File: src/rtl/sticky_wdog_pkg.sv
package sticky_wdog_pkg;

  localparam int unsigned EnBit    = 7;
  localparam int unsigned TmoLsb   = 8;
  localparam int unsigned TmoW     = 4;
  localparam int unsigned CauseBit = 31;

  typedef struct packed {
    logic kick;      // restart prescaler and seconds count
    logic loadCtrl;  // capture enable/timeout fields
    logic clrCause;  // write-one-to-clear of the cause flag
    logic hold;      // reset pulse in progress, freeze counting
    logic rdCtrl;    // read select: control register
    logic rdStat;    // read select: status register
  } wdStrobe_t;

endpackage

File: src/rtl/sticky_wdog_ctrl.sv
module sticky_wdog_ctrl
  import sticky_wdog_pkg::*;
#(
  parameter int unsigned ADDR_W = 8,
  parameter logic [ADDR_W-1:0] CTRL_OFS = 'h14,
  parameter logic [ADDR_W-1:0] STAT_OFS = 'h18,
  parameter int unsigned PULSE_LEN = 16
) (
  input  logic              clk,
  input  logic              rstN,
  input  logic              regWrEn,
  input  logic [ADDR_W-1:0] regAddr,
  input  logic              wrCauseBit,
  input  logic              expire,
  input  logic              enabled,
  output wdStrobe_t         strb,
  output logic              rstReq
);

  localparam int unsigned PL_W = $clog2(PULSE_LEN + 1);
  localparam logic [PL_W-1:0] PL_LOAD = PL_W'(PULSE_LEN);

  logic hitCtrl;
  logic hitStat;
  logic [PL_W-1:0] pulseCnt;

  assign hitCtrl = (regAddr == CTRL_OFS);
  assign hitStat = (regAddr == STAT_OFS);

  always_comb begin
    strb          = '0;
    strb.kick     = regWrEn & hitCtrl;
    strb.loadCtrl = regWrEn & hitCtrl;
    strb.clrCause = regWrEn & hitStat & wrCauseBit;
    strb.hold     = (pulseCnt != '0);
    strb.rdCtrl   = hitCtrl;
    strb.rdStat   = hitStat;
  end

  always_ff @(posedge clk or negedge rstN) begin
    if (!rstN) begin
      pulseCnt <= '0;
    end else if (expire) begin
      pulseCnt <= PL_LOAD;
    end else if (pulseCnt != '0) begin
      pulseCnt <= pulseCnt - 1'b1;
    end
  end

  assign rstReq = (pulseCnt != '0);


  req_after_expire_chk: assert property (@(posedge clk) disable iff (!rstN)
    $rose(rstReq) |-> $past(expire));


  no_expire_in_pulse_chk: assert property (@(posedge clk) disable iff (!rstN)
    rstReq |-> !expire);


  req_needs_enable_chk: assert property (@(posedge clk) disable iff (!rstN)
    rstReq |-> enabled);

endmodule

File: src/rtl/sticky_wdog_dp.sv
module sticky_wdog_dp
  import sticky_wdog_pkg::*;
#(
  parameter int unsigned CLK_HZ = 100_000_000
) (
  input  logic            clk,
  input  logic            rstN,
  input  logic            porN,
  input  wdStrobe_t       strb,
  input  logic            wrEnBit,
  input  logic [TmoW-1:0] wrTmo,
  output logic            expire,
  output logic            enabled,
  output logic [31:0]     rdData
);

  localparam int unsigned PRE_W = (CLK_HZ > 1) ? $clog2(CLK_HZ) : 1;
  localparam logic [PRE_W-1:0] PRE_LAST = PRE_W'(CLK_HZ - 1);
  localparam int unsigned SEC_W = TmoW + 1;

  logic            enReg;
  logic [TmoW-1:0] tmoReg;
  logic [PRE_W-1:0] pre;
  logic [SEC_W-1:0] secCnt;
  logic [SEC_W-1:0] effTmo;
  logic            causeFlag;
  logic            tick;
  logic            restart;

  // Field registers, cleared by the system reset.
  always_ff @(posedge clk or negedge rstN) begin
    if (!rstN) begin
      enReg  <= 1'b0;
      tmoReg <= '0;
    end else if (strb.loadCtrl) begin
      enReg  <= enReg | wrEnBit;
      tmoReg <= wrTmo;
    end
  end

  assign effTmo  = (tmoReg == '0) ? SEC_W'(1) : {1'b0, tmoReg};
  assign restart = strb.kick | strb.hold | ~enReg;
  assign tick    = ~restart & (pre == PRE_LAST);
  assign expire  = tick & ((secCnt + 1'b1) >= effTmo);

  always_ff @(posedge clk or negedge rstN) begin
    if (!rstN) begin
      pre    <= '0;
      secCnt <= '0;
    end else if (restart) begin
      pre    <= '0;
      secCnt <= '0;
    end else if (tick) begin
      pre    <= '0;
      secCnt <= expire ? '0 : secCnt + 1'b1;
    end else begin
      pre    <= pre + 1'b1;
    end
  end

  // Cause flag lives in the power-on domain only.
  always_ff @(posedge clk or negedge porN) begin
    if (!porN) begin
      causeFlag <= 1'b0;
    end else if (expire) begin
      causeFlag <= 1'b1;
    end else if (strb.clrCause) begin
      causeFlag <= 1'b0;
    end
  end

  always_comb begin
    rdData = '0;
    if (strb.rdCtrl) begin
      rdData[EnBit]                 = enReg;
      rdData[TmoLsb +: TmoW]        = tmoReg;
    end else if (strb.rdStat) begin
      rdData[CauseBit]              = causeFlag;
    end
  end

  assign enabled = enReg;


  sticky_enable_chk: assert property (@(posedge clk) disable iff (!rstN)
    $past(enReg) |-> enReg);


  kick_restart_chk: assert property (@(posedge clk) disable iff (!rstN)
    $past(strb.kick) |-> (secCnt == '0 && pre == '0));


  cause_clear_chk: assert property (@(posedge clk) disable iff (!porN)
    $fell(causeFlag) |-> $past(strb.clrCause));


  idle_no_count_chk: assert property (@(posedge clk) disable iff (!rstN)
    !enReg |=> (secCnt == '0));

endmodule

File: src/rtl/sticky_wdog.sv
module sticky_wdog
  import sticky_wdog_pkg::*;
#(
  parameter int unsigned CLK_HZ    = 100_000_000,
  parameter int unsigned PULSE_LEN = 16,
  parameter int unsigned ADDR_W    = 8,
  parameter logic [ADDR_W-1:0] CTRL_OFS = 'h14,
  parameter logic [ADDR_W-1:0] STAT_OFS = 'h18
) (
  input  logic              clk,
  input  logic              porN,
  input  logic              rstN,
  input  logic              regWrEn,
  input  logic [ADDR_W-1:0] regAddr,
  input  logic [31:0]       regWrData,
  output logic [31:0]       regRdData,
  output logic              rstReq
);

  wdStrobe_t strb;
  logic expire;
  logic enabled;
  logic unusedWrBits;

  assign unusedWrBits = ^{regWrData[30:TmoLsb+TmoW], regWrData[EnBit-1:0]};

  sticky_wdog_ctrl #(
    .ADDR_W   (ADDR_W),
    .CTRL_OFS (CTRL_OFS),
    .STAT_OFS (STAT_OFS),
    .PULSE_LEN(PULSE_LEN)
  ) uCtrl (
    .clk       (clk),
    .rstN      (rstN),
    .regWrEn   (regWrEn),
    .regAddr   (regAddr),
    .wrCauseBit(regWrData[CauseBit]),
    .expire    (expire),
    .enabled   (enabled),
    .strb      (strb),
    .rstReq    (rstReq)
  );

  sticky_wdog_dp #(
    .CLK_HZ(CLK_HZ)
  ) uDp (
    .clk    (clk),
    .rstN   (rstN),
    .porN   (porN),
    .strb   (strb),
    .wrEnBit(regWrData[EnBit]),
    .wrTmo  (regWrData[TmoLsb +: TmoW]),
    .expire (expire),
    .enabled(enabled),
    .rdData (regRdData)
  );

endmodule

File: config.mk
export PLATFORM = sky130hd
export DESIGN_NAME = sticky_wdog
export DESIGN_NICKNAME = d
export VERILOG_FILES = /design/src/rtl/sticky_wdog_pkg.sv /design/src/rtl/sticky_wdog_ctrl.sv /design/src/rtl/sticky_wdog_dp.sv /design/src/rtl/sticky_wdog.sv
export SDC_FILE = /design/constraint.sdc
export NUM_CORES = 1
export LEC_CHECK = 0
export ABC_AREA = 0
export BUFFER_PORTS_ARGS = -buffer_cell sky130_fd_sc_hd__buf_2
export CAP_MARGIN = 20
export CORE_UTILIZATION = 47
export DETAILED_ROUTE_END_ITERATION = 8
export GPL_TIMING_DRIVEN = 1
export PLACE_DENSITY = 0.77
export SETUP_SLACK_MARGIN = 0.02
export SYNTH_ARGS = -nofsm -noshare
export SYNTH_HDL_FRONTEND = slang
export SYNTH_HIERARCHICAL = 1
export SYNTH_SLANG_ARGS = --single-unit
File: constraint.sdc
create_clock -name clk -period 2.15 [get_ports clk]
set_input_delay 0.3225 -clock clk [delete_from_list [all_inputs] [get_ports clk]]
set_output_delay 0.3225 -clock clk [all_outputs]
set_load 0.03 [all_outputs]
==> results of run 1 <==
layout make-up:
| cell class | instances | area (sq um) |
|---|---|---|
| repair buffers | 42 | 277 |
| fillers | 457 | 2210 |
| clock inverters | 2 | 35.0 |
| flip-flops and latches | 43 | 1080 |
| well taps | 70 | 87.6 |
| inverters | 7 | 26.3 |
| multi-input cells | 207 | 1370 |
| clock buffers | 6 | 82.6 |
cells in the mapped netlist, drive strengths merged, types with 2 or more instances:
master and instances:
nand3b 2, xor2 19, a211oi 2, o21ai 7, or3 3, nand2b 2
and4b 2, inv 7, nand4 7, and3 11, nor3b 3, dfrtp 43
a21o 3, nand3 21, nor4 2, nor3 2, and4 2, nor2 35
a21oi 4, xnor2 8, buf 34, nand2 18, ha 7, and2 7
a211o 2, clkbuf 3
cell families (layout without fill, tap and decap cells):
kind of cell	count (synthesis)	in the layout	share of synthesized area, %
AND/OR/NAND/NOR	124	124	27.0
buffers and inverters	44	57	11.7
multiplexers	1	1	0.440
XOR/XNOR	27	27	9.23
AO/OA/AOI/OAI	22	22	6.06
other	1	26	0.146
flip-flops	43	43	42.0
adder cells (fa/ha/maj)	7	7	3.42
timing repair:
action,4_1_cts,5_1_grt
endpoints found under the setup margin,2,32
pin swaps,1,6
hold endpoints to repair,1,0
cloned,0,0
setup buffers,1,4
hold buffers,1,0
resized for setup,0,19
layer usage:
metal,GRT usage (%),vias up,part of all wire (%)
met1,20.6,925,44
met5,0,-,0
met2,33.0,48,51
met4,4.53,0,0.43
met3,5.82,2,4.3
li1,-,931,-
per-stage QoR:
stage	cells	instance area, sq um	power, mW	worst slack [ps]
2_1_floorplan	294	2670	0.960	14.7
3_3_place_gp	363	2700	0.966	87.1
3_5_place_dp	363	2700	0.969	3.11
4_1_cts	373	2840	1.63	17.6
5_1_grt	377	2960	1.69	16.7
6_report	377	2960	1.62	97.9
worst min path at each step:
stage | startpoint | cells after the start | end | slack (ps)
global placement | porN | 1 | uDp/causeFlag$_DFFE_PN0P_ | 100
CTS | rstN | 1 | uDp/pre[4]$_DFF_PN0_ | 40
finish | rstN | 1 | uDp/pre[25]$_DFF_PN0_ | 30
detailed placement | porN | 1 | uDp/causeFlag$_DFFE_PN0P_ | 100
global route | rstN | 1 | uDp/pre[24]$_DFF_PN0_ | 70
floorplan | rstN | 0 | uCtrl/pulseCnt[0]$_DFFE_PN0P_ | 30
registers in the layout, indices dropped and copies added, names as in the netlist:
register and flops:
uDp/tmoReg 4, uDp/causeFlag 1, uDp/pre 27, uDp/secCnt 5, uDp/enabled 1, uCtrl/pulseCnt 5
power by group:
group,internal (mW),leakage [nW],switching [mW]
Clock,0.376,0.0612,0.276
Combinational,0.0389,0.779,0.106
Sequential,0.815,0.587,0.00537
critical path, cell delays in order, from the launching register on:
cell and delay, ps:
dfrtp_1 400, inv_2 80, ha_4 150, or4b_4 460
buf_4 170, buf_4 160
==> flow_metrics.py, run 1 <==
metrics = {
    "floorplan": {
        "die_h_microns": 75.8,
        "io_pins": 77,
        "rows": 26,
        "die_x_microns": 75.8,
        "initial_utilization_pct": 49.5,
        "dieArea_sq_mm": 0.00575,
        "core_area_sq_mm": 0.00517,
    },
    "clocking": {
        "clkSinkCount": 43,
        "worstSkewPairLatency_ps": 300,
        "htreeDepth": 2,
        "cts_tree": "yes",
        "clockBufferDepth": 2,
        "cts-root-buf": "clkbuf_8",
        "numCtsBuffers": 5,
        "cts.clk_slew.worst_paths_ps": 80,
    },
    "power_and_ir_drop": {
        "power.density_mw_per_mm2": 547,
        "p_leak_nw": 1.43,
        "peakVddDrop_mv": 0.327,
    },
    "critical_path": {
        "worstPathMaxFanout": 5,
        "r2r_setup_slack_ps": 140,
        "crit_start": "uCtrl/pulseCnt[0]$_DFFE_PN0P_",
        "cp-endpoint": "rstReq",
        "required_ps": 1830,
        "worstSetupPathType": "register to primary output",
        "r2r-end": "uDp/secCnt[2]$_DFFE_PN0P_",
        "r2r_cells": 8,
        "worstSetupStartpointType": "register",
        "cp-end-kind": "primary output",
        "regToRegStartpoint": "uDp/secCnt[1]$_DFFE_PN0P_",
        "cp_data_arrival_time_ps": 1730,
    },
    "logic_synthesis": {
        "yosysTopAreaCellShare_pct": 42.0,
        "syn_inst": 269,
        "syn_avg_cell_area_sq_um": 9.52,
        "async_flop_share_pct": 100,
        "synthFlopType": "dfrtp_1",
        "synthTopCellsByArea": "dfrtp_1 42%, buf_4 9.4%, xor2_1 6.5%",
        "yosysWarningCount": 6,
        "yosysTopAreaCell": "dfrtp_1",
        "syn_area_sq_mm": 0.00256,
        "yosysUniqueCellTypes": 47,
        "ys_seq_area_share_pct": 42.0,
        "synth_edf_count": 0,
        "ys_ff_latch": 43,
    },
    "finish": {
        "final_cell_mix": "43 x dfrtp_1, 35 x nor2_1, 26 x conb_1",
        "areaGrowthSynthToFinish_pct": 15.5,
        "antenna_cells": 0,
        "drive_above_1_share_pct": 24.4,
        "final_util_pct": 57.2,
        "final_common_cell": "dfrtp_1",
        "nets": 357,
    },
    "route": {
        "routed_wl_microns": 4680,
        "drc_errors": 0,
        "final_antenna_net_count": 0,
        "wl_per_cell_microns": 12.4,
        "vias_per_cell": 5.06,
        "drtPass1Iterations": 4,
        "vias": 1906,
        "drt_iter0_markers": 84,
    },
    "placed_design": {
        "globalplace.congestion": 0.786,
        "hpwl_microns": 3410,
        "port_buffers": 24,
    },
    "timing": {
        "finalMaxSlewViolations": 0,
        "timing.final.crit_share_pct": 95.4,
        "rsz0062_at_grt": "no",
        "fin_tns_setup_ps": 0,
        "period_needed_ps": 2050,
        "slew_headroom_pct": 58.4,
        "tightest_slew_ps": 623,
        "setup_viol": 0,
        "report.final.hold_viol_count": 0,
        "fin_hold_ws_ps": 30.6,
        "clock.fmax_ghz": 0.487,
        "skew_ps": 5.36,
    },
    "global_route": {
        "overflow": 0,
        "grt_pass1_wl_microns": 7810,
        "grtUsageTotal_pct": 18.2,
        "antenna_found_initial": 0,
        "grt_max_degree": 29,
        "grt_pass1_vias": 1823,
    },
    "run": {
        "cap_violations": 0,
    },
    "hold_path": {
        "hold_path_class": "input port to async pin",
    },
    "run_status": {
        "outcome": "completed",
    },
}
Note: power is estimated with default switching activity, not from simulation.
==> run 2, diff against run 1 <==
BUFFER_PORTS_ARGS = not set   (was -buffer_cell sky130_fd_sc_hd__buf_2)
CORE_UTILIZATION = 57   (was 47)
CTS_CLUSTER_SIZE = 10   (was not set)
DONT_BUFFER_PORTS = 1   (was not set)
GPL_TIMING_DRIVEN = 0   (was 1)
PLACE_DENSITY = 0.75   (was 0.77)
==> run 2 against run 1 <==
Compared with the run above: the flow now finishes with violations (negative setup slack); largest cell class unchanged; non-clock buffer count grew 16; worst hold slack better by 110 ps; critical endpoint is now uDp/secCnt[2]$_DFFE_PN0P_; critical path depth grew 4; worst setup slack got worse by 120 ps; sequential cell count is the same; total power down 5.4%; register-to-register slack worse by 160 ps; die area fell by 17%; core utilization is 20 points higher; sequential power about the same.
==> flow_metrics.py, run 2 (synthesis gave the netlist of run 1 again) <==
metrics = {
    "power_and_ir_drop": {
        "intPower_mw": 1.12,
        "p_sw_mw": 0.409,
        "clockPowerShare_pct": 33.0,
        "p_sw_share_pct": 26.7,
        "power.density_mw_per_mm2": 458,
        "p_leak_nw": 1.54,
        "pwr-share-seq_pct": 53.8,
        "finalPower_mw": 1.53,
        "peakVddDrop_mv": 0.447,
        "combPwrFrac_pct": 13.2,
    },
    "critical_path": {
        "worstPathMaxFanout": 3,
        "crit_slowest_cell": "dfrtp_1",
        "worstSetupPathType": "register to register",
        "cp_data_arrival_time_ps": 2390,
        "r2r_cells": 9,
        "path_cells": "buf_6 -> buf_12 -> ha_4 -> nand2b_4 -> a211o_1 -> a211oi_4 -> buf_6 -> nand4bb_1 -> a31oi_1",
        "cp-end-kind": "register",
        "required_ps": 2370,
        "r2r_setup_slack_ps": -20,
        "worstSetupStartpointType": "register",
        "max_stage_delay_ps": 420,
        "critPathMostFrequentCell": "buf_6",
    },
    "finish": {
        "reg_top3": "uDp/pre x27, uCtrl/pulseCnt x5, uDp/secCnt x5",
        "nets": 373,
        "areaGrowthSynthToFinish_pct": 30.3,
        "nFillCells": 307,
        "final_common_cell": "dfrtp_1",
        "final_cell_mix": "43 x dfrtp_1, 41 x buf_4, 26 x conb_1",
        "largest_register": "uDp/pre",
        "final_cell_area_sq_mm": 0.00334,
        "fin_cells": 375,
        "largest_reg_flops": 27,
        "final_util_pct": 77.2,
        "antenna_cells": 0,
        "drive_above_1_share_pct": 35.0,
    },
    "timing": {
        "period_needed_ps": 2170,
        "slew_headroom_pct": 63.6,
        "setup_viol": 2,
        "fin_hold_ws_ps": 138,
        "finalMaxSlewViolations": 0,
        "clock.fmax_ghz": 0.461,
        "skew_ps": 6.88,
        "rsz0062_at_grt": "yes",
        "timing.final.crit_share_pct": 101,
        "setup_slack_ps": -21.0,
        "tightest_slew_ps": 544,
        "report.final.hold_viol_count": 0,
    },
    "floorplan": {
        "dieArea_sq_mm": 0.00477,
        "initial_utilization_pct": 59.2,
        "die_h_microns": 69.0,
        "rows": 24,
        "die_x_microns": 69.0,
        "core_area_sq_mm": 0.00432,
        "io_pins": 77,
    },
    "global_route": {
        "antenna_found_initial": 0,
        "grt_pass1_wl_microns": 8130,
        "grt_pass1_vias": 1776,
        "overflow": 0,
        "grtUsageTotal_pct": 21.3,
        "grt_max_degree": 43,
    },
    "clocking": {
        "worstSkewPairLatency_ps": 300,
        "clockBufferDepth": 2,
        "cts-root-buf": "clkbuf_8",
        "clkSinkCount": 43,
        "cts.clk_slew.worst_paths_ps": 80,
        "numCtsBuffers": 5,
        "htreeDepth": 2,
        "cts_tree": "yes",
    },
    "route": {
        "final_antenna_net_count": 0,
        "drt_iter0_markers": 106,
        "vias_per_cell": 5.29,
        "drtPass1Iterations": 4,
        "routed_wl_microns": 5310,
        "wl_per_cell_microns": 14.2,
        "drc_errors": 0,
        "vias": 1983,
    },
    "run": {
        "cap_violations": 0,
    },
    "run_status": {
        "violations": "negative setup slack",
        "outcome": "finished with violations",
    },
    "placed_design": {
        "hpwl_microns": 3100,
        "postPlaceCellArea_sq_mm": 0.00274,
        "port_buffers": 0,
        "place_inst": 346,
        "globalplace.congestion": 0.788,
    },
    "hold_path": {
        "hold_path_class": "input port to register",
        "whs_path_depth": 1,
    },
}
## run 2: final timing paths
kind,startpoint,endpoint
worst max-delay path,uDp/secCnt[0]$_DFFE_PN0P_,uDp/secCnt[2]$_DFFE_PN0P_
worst min-delay path,regWrData[7],uDp/enabled$_DFFE_PN0P_
worst max register to register,uDp/secCnt[0]$_DFFE_PN0P_,uDp/secCnt[2]$_DFFE_PN0P_
worst min register to register,uDp/causeFlag$_DFFE_PN0P_,uDp/causeFlag$_DFFE_PN0P_
max in group asynchronous,rstN,uDp/pre[21]$_DFF_PN0_
min in group asynchronous,porN,uDp/causeFlag$_DFFE_PN0P_
## run 2: worst max-delay path, delay by kind of cell (launching register included)
family	cells	cell delay [ps]
DFF	1	420
and+or+nand+nor	2	230
adders and majority gates	1	230
AOI/OAI and AO/OA	3	780
buffers and inverters	3	430
## run 2: repair_timing
item	4_1_cts	5_1_grt
gates resized for setup	34	47
hold buffers	3	0
endpoints found under the hold margin	43	0
gates cloned	2	0
buffers inserted	11	6
pin swaps	9	29
endpoints found under the setup margin	34	32
## run 2: metrics by stage
stage | TNS (ps) | setup WS, ps
finish | -41.3 | -21.0
global route | -370 | -106
CTS | 0 | 14.2
global placement | -3720 | -198
detailed placement | -5000 | -247
floorplan | 0 | 14.7
## run 2: area by class of cell
class / count / area, sq um / share of cell area (%)
clock buffer: 6 / 72.6 / 2.17
buffer: 36 / 303 / 9.07
tap: 52 / 65.1 / 1.95
clock inverter: 2 / 12.5 / 0.375
sequential: 43 / 1080 / 32.2
inverter: 7 / 26.3 / 0.787
timing repair buffer: 22 / 225 / 6.75
multi-input combinational: 207 / 1560 / 46.6
## run 2: power by group through the flow
stage	clock, mW	combinational (mW)	sequential (mW)
2_1_floorplan	0	0.125	0.835
4_1_cts	0.519	0.181	0.821
3_3_place_gp	0	0.132	0.836
3_5_place_dp	0	0.133	0.836
6_report	0.506	0.202	0.823
5_1_grt	0.553	0.215	0.824
## run 2: metal layers
layer | track usage [%] | up-vias | share of wire [%]
met5 | 0 | - | 0
met4 | 5.44 | 0 | 1.7
met3 | 4.39 | 10 | 4.9
met2 | 36.6 | 62 | 52
met1 | 27.4 | 943 | 42
li1 | - | 968 | -
